==> src/rtl/utx_pkg.sv <==
package utx_pkg;
  localparam int unsigned BYTE_W  = 8;
  localparam int unsigned MAX_BITS = BYTE_W + 1;
  localparam int unsigned FRAME_W = MAX_BITS + 2;
  localparam int unsigned CNT_W   = $clog2(FRAME_W + 1);
  localparam int unsigned CTRL_W  = 5;

  // control word bit positions
  localparam int unsigned CB_EN    = 0;
  localparam int unsigned CB_EMPTY = 1;
  localparam int unsigned CB_DONE  = 2;
  localparam int unsigned CB_SZHI  = 3;
  localparam int unsigned CB_NINTH = 4;

  typedef struct packed {
    logic bufWrite;
    logic shiftLoad;
  } utx_strobe_t;

  typedef struct packed {
    logic shiftBusy;
    logic stopDone;
  } utx_status_t;

  function automatic logic [CNT_W-1:0] decodeSize(input logic [2:0] code);
    case (code)
      3'b000:  decodeSize = CNT_W'(5);
      3'b001:  decodeSize = CNT_W'(6);
      3'b010:  decodeSize = CNT_W'(7);
      3'b111:  decodeSize = CNT_W'(9);
      default: decodeSize = CNT_W'(8);
    endcase
  endfunction
endpackage

==> src/rtl/utx_datapath.sv <==
module utx_datapath
  import utx_pkg::*;
(
  input  logic              clk,
  input  logic              rstN,
  input  utx_strobe_t       strobe,
  input  logic [BYTE_W-1:0] dataIn,
  input  logic              ninthIn,
  input  logic [2:0]        sizeCode,
  input  logic              baudTick,
  output utx_status_t       status,
  output logic              lineBit
);
  logic [MAX_BITS-1:0] bufData;
  logic [FRAME_W-1:0]  shiftReg;
  logic [FRAME_W-1:0]  frame;
  logic [CNT_W-1:0]    bitsLeft;
  logic [CNT_W-1:0]    nBits;
  logic                busy;

  assign nBits = decodeSize(sizeCode);

  // assemble start, data and stop (unused upper positions stay high)
  always_comb begin
    frame    = '1;
    frame[0] = 1'b0;
    for (int i = 0; i < int'(MAX_BITS); i++) begin
      if (i < int'(nBits)) frame[i+1] = bufData[i];
    end
  end

  always_ff @(posedge clk or negedge rstN) begin
    if (!rstN) bufData <= '0;
    else if (strobe.bufWrite) bufData <= {ninthIn, dataIn};
  end

  always_ff @(posedge clk or negedge rstN) begin
    if (!rstN) begin
      shiftReg <= '1;
      bitsLeft <= '0;
      busy     <= 1'b0;
    end else if (strobe.shiftLoad) begin
      shiftReg <= frame;
      bitsLeft <= nBits + CNT_W'(2);
      busy     <= 1'b1;
    end else if (busy && baudTick) begin
      shiftReg <= {1'b1, shiftReg[FRAME_W-1:1]};
      bitsLeft <= bitsLeft - CNT_W'(1);
      if (bitsLeft == CNT_W'(1)) busy <= 1'b0;
    end
  end

  assign status.shiftBusy = busy;
  assign status.stopDone  = busy && baudTick && (bitsLeft == CNT_W'(1));
  assign lineBit          = busy ? shiftReg[0] : 1'b1;
endmodule

==> src/rtl/utx_ctrl.sv <==
module utx_ctrl
  import utx_pkg::*;
(
  input  logic              clk,
  input  logic              rstN,
  input  logic              ctrlWrEn,
  input  logic [CTRL_W-1:0] ctrlWrData,
  input  logic [1:0]        sizeLow,
  input  logic              dataWrEn,
  input  logic              doneClr,
  input  logic              doneIrqAck,
  input  logic              globalIrqEn,
  input  utx_status_t       status,
  output utx_strobe_t       strobe,
  output logic [2:0]        sizeCode,
  output logic              ninthBit,
  output logic              lineOwned,
  output logic              bufEmpty,
  output logic              txDone,
  output logic              emptyIrq,
  output logic              doneIrq
);
  logic [CTRL_W-1:0] ctrlReg;
  logic              bufFull;
  logic              doneFlag;

  always_ff @(posedge clk or negedge rstN) begin
    if (!rstN) ctrlReg <= '0;
    else if (ctrlWrEn) ctrlReg <= ctrlWrData;
  end

  assign strobe.shiftLoad = bufFull && !status.shiftBusy;
  assign strobe.bufWrite  = dataWrEn && ctrlReg[CB_EN] && !bufFull;

  always_ff @(posedge clk or negedge rstN) begin
    if (!rstN) bufFull <= 1'b0;
    else if (strobe.bufWrite) bufFull <= 1'b1;
    else if (strobe.shiftLoad) bufFull <= 1'b0;
  end

  always_ff @(posedge clk or negedge rstN) begin
    if (!rstN) doneFlag <= 1'b0;
    else if (status.stopDone && !bufFull) doneFlag <= 1'b1;
    else if (doneClr || doneIrqAck) doneFlag <= 1'b0;
  end

  assign sizeCode  = {ctrlReg[CB_SZHI], sizeLow};
  assign ninthBit  = ctrlReg[CB_NINTH];
  assign lineOwned = ctrlReg[CB_EN] || bufFull || status.shiftBusy;
  assign bufEmpty  = !bufFull;
  assign txDone    = doneFlag;
  assign emptyIrq  = ctrlReg[CB_EMPTY] && globalIrqEn && !bufFull;
  assign doneIrq   = ctrlReg[CB_DONE] && globalIrqEn && doneFlag;
endmodule

==> src/rtl/uart_tx_deferred.sv <==
module uart_tx_deferred
  import utx_pkg::*;
(
  input  logic              clk,
  input  logic              rstN,
  input  logic              ctrlWrEn,
  input  logic [CTRL_W-1:0] ctrlWrData,
  input  logic [1:0]        sizeLow,
  input  logic              dataWrEn,
  input  logic [BYTE_W-1:0] dataWrData,
  input  logic              baudTick,
  input  logic              globalIrqEn,
  input  logic              doneClr,
  input  logic              doneIrqAck,
  input  logic              portIdle,
  output logic              txd,
  output logic              lineOwned,
  output logic              bufEmpty,
  output logic              txDone,
  output logic              emptyIrq,
  output logic              doneIrq
);
  utx_strobe_t strobe;
  utx_status_t dpStatus;
  logic [2:0]  sizeCode;
  logic        ninthBit;
  logic        lineBit;
  logic        shiftBusy;

  utx_ctrl u_ctrl (
    .clk(clk), .rstN(rstN), .ctrlWrEn(ctrlWrEn), .ctrlWrData(ctrlWrData),
    .sizeLow(sizeLow), .dataWrEn(dataWrEn), .doneClr(doneClr),
    .doneIrqAck(doneIrqAck), .globalIrqEn(globalIrqEn), .status(dpStatus),
    .strobe(strobe), .sizeCode(sizeCode), .ninthBit(ninthBit),
    .lineOwned(lineOwned), .bufEmpty(bufEmpty), .txDone(txDone),
    .emptyIrq(emptyIrq), .doneIrq(doneIrq)
  );

  utx_datapath u_dp (
    .clk(clk), .rstN(rstN), .strobe(strobe), .dataIn(dataWrData),
    .ninthIn(ninthBit), .sizeCode(sizeCode), .baudTick(baudTick),
    .status(dpStatus), .lineBit(lineBit)
  );

  assign shiftBusy = dpStatus.shiftBusy;
  assign txd       = lineOwned ? lineBit : portIdle;
endmodule

==> config.mk <==
export PLATFORM = sky130hd
export DESIGN_NAME = uart_tx_deferred
export DESIGN_NICKNAME = d
export VERILOG_FILES = /design/src/rtl/utx_pkg.sv /design/src/rtl/utx_datapath.sv /design/src/rtl/utx_ctrl.sv /design/src/rtl/uart_tx_deferred.sv
export SDC_FILE = /design/constraint.sdc
export NUM_CORES = 1
export LEC_CHECK = 0
export ABC_AREA = 1
export BUFFER_PORTS_ARGS = -buffer_cell sky130_fd_sc_hd__buf_2
export CAP_MARGIN = 20
export CORE_MARGIN = 2
export CORE_UTILIZATION = 40
export DETAILED_ROUTE_END_ITERATION = 8
export GPL_ROUTABILITY_DRIVEN = 1
export GPL_TIMING_DRIVEN = 0
export PLACE_DENSITY_LB_ADDON = 0.15
export SYNTH_ARGS = -nofsm -noshare
export SYNTH_HDL_FRONTEND = slang
export SYNTH_SLANG_ARGS = --single-unit
==> constraint.sdc <==
create_clock -name clk -period 1.5 [get_ports clk]
set_input_delay 0.075 -clock clk [delete_from_list [all_inputs] [get_ports clk]]
set_output_delay 0.075 -clock clk [all_outputs]
set_load 0.01 [all_outputs]
==> results of run 1 <==
-- cell usage after synthesis, drive strengths merged --
| library cell | number |
|---|---|
| mux2 | 8 |
| nand3 | 8 |
| dfstp | 10 |
| dfrtp | 21 |
| a21oi | 8 |
| inv | 21 |
| nand2 | 34 |
| o21ai | 16 |
| o22ai | 4 |
| clkbuf | 1 |
| nor2 | 13 |
| buf | 4 |
| clkinv | 1 |
| ha | 3 |
| nand3b | 1 |
| nor3 | 3 |
| o211ai | 5 |
-- worst max path at each step --
| stage | end | depth (start not counted) |
|---|---|---|
| finish | txd | 5 |
| global route | txd | 5 |
| detailed placement | u_dp.bitsLeft[3] | 10 |
| CTS | u_dp.bitsLeft[3] | 10 |
| floorplan | u_dp.bitsLeft[3] | 10 |
| global placement | u_dp.bitsLeft[3] | 10 |
-- state kept, by name, summed over array words and instances, names as in the netlist --
signal	cells
u_dp.shiftReg	10
u_dp.bufData	9
u_ctrl.ctrlReg	5
u_dp.bitsLeft	4
u_ctrl.bufFull	1
u_ctrl.txDone	1
u_dp.busy	1
-- layout make-up --
| class | count | share of cell area |
|---|---|---|
| multi-input combinational | 103 | 0.348 |
| buffer | 5 | 0.0275 |
| tap | 48 | 0.0314 |
| clock buffer | 7 | 0.0399 |
| sequential | 31 | 0.412 |
| inverter | 22 | 0.0444 |
| timing repair buffer | 32 | 0.0941 |
| clock inverter | 1 | 0.00261 |
-- timing repair --
item / CTS / global route
endpoints found under the hold margin: 24 / 0
setup endpoints to repair: 0 / 3
hold buffers: 4 / 0
gates resized for setup: 0 / 7
-- critical path: cells and delay by family (launching register included) --
| kind | cells | cell delay, ns |
|---|---|---|
| AO/OA/AOI/OAI | 1 | 0.04 |
| buffers and inverters | 2 | 0.23 |
| flip-flops | 1 | 0.46 |
| AND/OR/NAND/NOR | 2 | 0.28 |
-- layer usage --
metal	vias up	wire length, µm
li1	606	-
met1	565	1470
met2	24	1470
met3	10	115
met4	0	97
met5	-	0
-- power by group --
part           internal [mW]  switching, mW
clock network          0.325          0.302
logic                  0.541          0.646
registers               1.25          0.219
-- kinds of logic after synthesis --
| kind of cell | share of synthesized area |
|---|---|
| AND/OR/NAND/NOR | 0.182 |
| AO/OA/AOI/OAI | 0.143 |
| flip-flops | 0.500 |
| buffers and inverters | 0.0873 |
| multiplexers | 0.0643 |
| adder cells (fa/ha/maj) | 0.0238 |
-- stage by stage --
| step | cell area (µm²) | TNS (ns) | instances | worst slack (ns) | hold slack, ns |
|---|---|---|---|---|---|
| detailed placement | 1780 | 0 | 237 | 0.0232 | 0.165 |
| global route | 1910 | -0.00166 | 249 | -0.00166 | 0.0160 |
| floorplan | 1580 | 0 | 161 | 0.201 | -0.221 |
| finish | 1910 | 0 | 249 | 0.124 | 0.0183 |
| CTS | 1900 | 0 | 249 | 0.00409 | 0.00724 |
| global placement | 1780 | 0 | 237 | 0.0625 | 0.152 |
==> metrics.txt, run 1 <==
reg-to-reg startpoint u_ctrl.ctrlReg[3]; I/O Buffers 28; total CTS buffers 5; worst setup path startpoint u_ctrl.bufFull; Final #Nets 227; largest net degree at the start of global routing 32; Global Route met2 Usage 0.278; GP Congestion 0.820; M3 GR Usage 0.0355; clk_lat worst skew 0.28 ns; peak supply drop 0.000705 V; status finished, final reports clean; count of cell types in the netlist 30; clock edge transition at the registers on the reported setup and hold paths 0.06 ns; CP max-delay cell dfrtp_1; R2R depth 10; P per Cell Area 1710 nW/µm²; vias in the first global route 1254; worst hold path endpoint u_dp.bufData[2]; reg2reg setup slack 0.17 ns; area of the multi-input gates 667 µm²; measured slew at the worst slew-check pin 0.671 ns; Area Growth Syn to Fin 21.4%; synthesized area 1580 µm²; Max Clock Freq 0.727 GHz; slew margin rel. 0.552; Max Cap Viol 0; most used routing layer met2; n_diodes 0; Post-Route WL 3150 µm; Crit Path Max Fanout 4; Critical Path AT 1.30 ns; Clock Sinks 31; vias 1205; Lkg Pwr 0.924 nW; DRC Markers 0; Critical R2R Capture u_dp.bitsLeft[3]; # IOs 30; fillers 347; WL/cell 12.7 µm; initial antenna violation count 0; most frequent cells in the layout nand2_1, buf_2, dfrtp_1, inv_1, nor2_1; row count 22; top cells by area, synth dfrtp_1, dfstp_2, nand2_1, inv_1, mux2_2; Mapped Nets 188; Post-DRT Antenna Nets 0; Setup Buffers After CTS 0; Reg area 788 µm²; setup violators final 0; # H-tree levels 2; CP Capture Type output port; Die ar. 4460 µm²; Slew Viols, Final 0; Synth Register Bits 31; HPWL after detailed placement 2260 µm; root buffer cell clkbuf_8; final cycle utilization of the critical path 0.918; share of cells above drive strength 1 0.393; launch point of the worst hold path dataWrData[2]; 1st-iter DRT viols 42; total iterations of the first detailed-routing run 3; met1 Use GR 0.215; Critical Path RT 1.42 ns; CP max stage delay 0.46 ns; vias per inst 4.84; GRT Residual Overflow 0; Initial Utilization 0.424; leading area contributor after synthesis dfrtp_1; die span in y 66.8 µm; utilization after layout 0.515; Seq/Total Area, Yosys 0.500; first-pass GRT wire length 5690 µm; hold crit path type input pin to flip-flop; type of origin of the critical path flip-flop; Die W 66.8 µm; CTS max path bufs 2; Synthesis Warnings 0; Gate Count Post-Synth 161; CTS tree done; Total Routing Usage GR 0.175; clock skew 0.00258 ns; min Tclk post-route 1.38 ns; hold depth 2; syn avg cell area 9.79 µm²; total power 3.28 mW; Fin. Hold Viols 0; Setup Crit Path Kind flip-flop to output port; worst-path cell chain nor3_2 -> inv_1 -> nor2_1 -> a21oi_1 -> buf_2; total core area 3720 µm²; top-area cell type share of the netlist area 0.333
(Power assumes the default switching activity.)
==> run 2: changes to the inputs <==
--- a/config.mk
+++ b/config.mk
@@ -6,7 +6,7 @@
 export NUM_CORES = 1
 export LEC_CHECK = 0
 export ABC_AREA = 1
-export BUFFER_PORTS_ARGS = -buffer_cell sky130_fd_sc_hd__buf_2
+export BUFFER_PORTS_ARGS = -buffer_cell sky130_fd_sc_hd__clkbuf_2
 export CAP_MARGIN = 20
 export CORE_MARGIN = 2
 export CORE_UTILIZATION = 40
@@ -14,6 +14,7 @@
 export GPL_ROUTABILITY_DRIVEN = 1
 export GPL_TIMING_DRIVEN = 0
 export PLACE_DENSITY_LB_ADDON = 0.15
+export REMOVE_ABC_BUFFERS = 1
 export SYNTH_ARGS = -nofsm -noshare
 export SYNTH_HDL_FRONTEND = slang
 export SYNTH_SLANG_ARGS = --single-unit
==> run 2 against run 1 <==
Worst hold slack worse by 0.014 ns. Sequential share of layout area is 1.1 points higher. Power is 1.5% higher. Largest power group unchanged. Non-clock buffer count is 5 lower.
==> metrics.txt, run 2 (synthesized netlist as in run 1, its figures left out) <==
largest net degree at the start of global routing 32 (unchanged); fillers 361 (+4.0%); reg2reg setup slack 0.11 ns (-0.06 ns); Area Growth Syn to Fin 18.6%; Largest Register u_dp.shiftReg; Clock Sinks 31 (unchanged); P per Cell Area 1780 nW/µm² (+3.9%); WL/cell 13.1 µm (+3.8%); most common cell after layout, fill and taps aside clkbuf_2; Die ar. 4460 µm² (unchanged); CTS max path bufs 2 (unchanged); measured slew at the worst slew-check pin 0.774 ns (+0.102 ns); sequential share of power 0.441 (-0.007); total CTS buffers 5 (unchanged); GP Congestion 0.848 (+3.4%); Lkg Pwr 0.908 nW (-1.7%); status finished, final reports clean; Critical Path RT 1.67 ns (+0.25 ns); post-route cell area 1870 µm² (-2.4%); first-pass GRT wire length 5490 µm (-3.6%); Psw 1.17 mW (+0.70%); P_int 2.16 mW (+1.9%); launch point of the worst hold path ctrlWrData[4]; max reg flops 10 (unchanged); Area after DPL 1730 µm² (-2.7%); GRT Residual Overflow 0 (unchanged); type of origin of the critical path flip-flop; Slew Viols, Final 0 (unchanged); R2R depth 10 (unchanged); Fin. Hold Viols 0 (unchanged); # IOs 30 (unchanged); hold depth 3 (+1); root buffer cell clkbuf_8; Final #Nets 222 (-2.2%); Crit Path Max Fanout 4 (unchanged); share of cells above drive strength 1 0.398 (+0.00492); combinational power share 0.337 (-0.025); clock edge transition at the registers on the reported setup and hold paths 0.07 ns (about the same); min Tclk post-route 1.39 ns (+0.00868 ns); clock skew 0.00735 ns (+0.00477 ns); vias per inst 4.87 (+0.69%); power share of the clock group 0.222 (+0.031); most frequent cells in the layout clkbuf_2, nand2_1, dfrtp_1, inv_1, nor2_1; row count 22 (unchanged); peak supply drop 0.000719 V (+2.1%); utilization after layout 0.503 (-0.0121); vias in the first global route 1228 (-2.1%); Setup Crit Path Kind flip-flop to flip-flop; Max Clock Freq 0.722 GHz (-0.63%); clk_lat worst skew 0.28 ns (about the same); Post-DRT Antenna Nets 0 (unchanged); # H-tree levels 2 (unchanged); top flop regs u_dp.shiftReg (10), u_dp.bufData (9), u_ctrl.ctrlReg (5); HPWL after detailed placement 2260 µm (+0.27%); Post-Route WL 3210 µm (+1.7%); worst hold path endpoint u_ctrl.ctrlReg[4]; setup violators final 0 (unchanged); total iterations of the first detailed-routing run 4 (+1); slew margin rel. 0.484 (-0.0682); Max Cap Viol 0 (unchanged); I/O Buffers 29 (+3.6%); Critical R2R Capture u_dp.bitsLeft[3]; vias 1189 (-1.3%); final cycle utilization of the critical path 0.923 (+0.00579); switching share of power 0.353 (-0.00272); Initial Utilization 0.424 (unchanged); initial antenna violation count 0 (unchanged); total core area 3720 µm² (unchanged); reg-to-reg startpoint u_ctrl.ctrlReg[3]; CTS tree done; Total Routing Usage GR 0.171 (-0.00420); 1st-iter DRT viols 32 (-24%); CP Capture Type flip-flop; DRC Markers 0 (unchanged); n_diodes 0 (unchanged); die span in y 66.8 µm (unchanged); hold crit path type input pin to flip-flop; Die W 66.8 µm (unchanged); Critical Path AT 1.56 ns (+0.26 ns)
==> run 2: cell count changes in the layout (fill, tap and decap cells not counted), sizes merged <==
cell and delta:
dlygate4sd3 -2, clkinvlp +1, clkbuf +28, buf -31, clkinv -1
==> run 2: what timing repair did <==
item	in CTS	in global routing
endpoints found under the setup margin	1	3
resized for setup	1	5
hold buffers	2	0
buffers inserted	0	1
hold endpoints to repair	22	0
==> run 2: area by class of cell <==
| class | count | area, µm² | share of cell area |
|---|---|---|---|
| clock buffer | 7 | 96.3 | 0.0515 |
| inverter | 22 | 85.1 | 0.0455 |
| timing repair buffer | 32 | 173 | 0.0924 |
| tap | 48 | 60.1 | 0.0321 |
| clock inverter | 1 | 7.51 | 0.00402 |
| sequential | 31 | 790 | 0.422 |
| multi-input combinational | 103 | 658 | 0.352 |
==> run 2: per-stage QoR <==
| stage | worst slack, ns | power (mW) | hold WS, ns | setup TNS [ns] | std cells |
|---|---|---|---|---|---|
| after CTS | 0.0192 | 3.36 | 0.000519 | 0 | 243 |
| after global routing | -0.00106 | 3.60 | 0.00939 | -0.00106 | 244 |
| after floorplan | 0.192 | 2.29 | -0.221 | 0 | 156 |
| final | 0.115 | 3.33 | 0.00474 | 0 | 244 |
| after detailed placement | 0.00376 | 2.60 | 0.190 | 0 | 233 |
| after global placement | 0.0536 | 2.54 | 0.187 | 0 | 233 |
==> run 2: layer usage <==
metal | track usage | share of wire | vias to the layer above
met4 | 0.0689 | 0.020 | 0
met3 | 0.0507 | 0.038 | 6
met5 | 0 | 0 | -
met2 | 0.295 | 0.50 | 28
met1 | 0.198 | 0.44 | 560
li1 | - | - | 595
==> run 2: worst max-delay path by stage <==
| stage | start | slack, ns | end | cells past startpoint |
|---|---|---|---|---|
| 2_1_floorplan | u_ctrl.ctrlReg[3] | 0.19 | u_dp.bitsLeft[3] | 10 |
| 3_3_place_gp | u_ctrl.ctrlReg[3] | 0.05 | u_dp.bitsLeft[3] | 10 |
| 3_5_place_dp | u_ctrl.ctrlReg[3] | 0.004 | u_dp.bitsLeft[3] | 10 |
| 4_1_cts | u_ctrl.ctrlReg[3] | 0.02 | u_dp.bitsLeft[3] | 10 |
| 5_1_grt | u_ctrl.ctrlReg[3] | -0.001 | u_dp.bitsLeft[3] | 10 |
| 6_report | u_ctrl.ctrlReg[3] | 0.11 | u_dp.bitsLeft[3] | 10 |
==> run 2: power groups by stage <==
stage | Clock [mW] | Sequential, mW | Combinational, mW
floorplan | 0 | 1.42 | 0.868
global placement | 0 | 1.46 | 1.08
detailed placement | 0 | 1.48 | 1.12
CTS | 0.763 | 1.47 | 1.13
global route | 0.804 | 1.51 | 1.28
finish | 0.739 | 1.47 | 1.12
==> run 2: critical path: stages, from the launching register on <==
cell and delay (ns):
dfrtp_1 0.39, inv_2 0.09, nand2_2 0.08, nand2_2 0.11
o21ai_1 0.09, inv_1 0.07, ha_1 0.15, nand3b_1 0.11
nand3_1 0.08, nand2_1 0.08, nand2_1 0.04
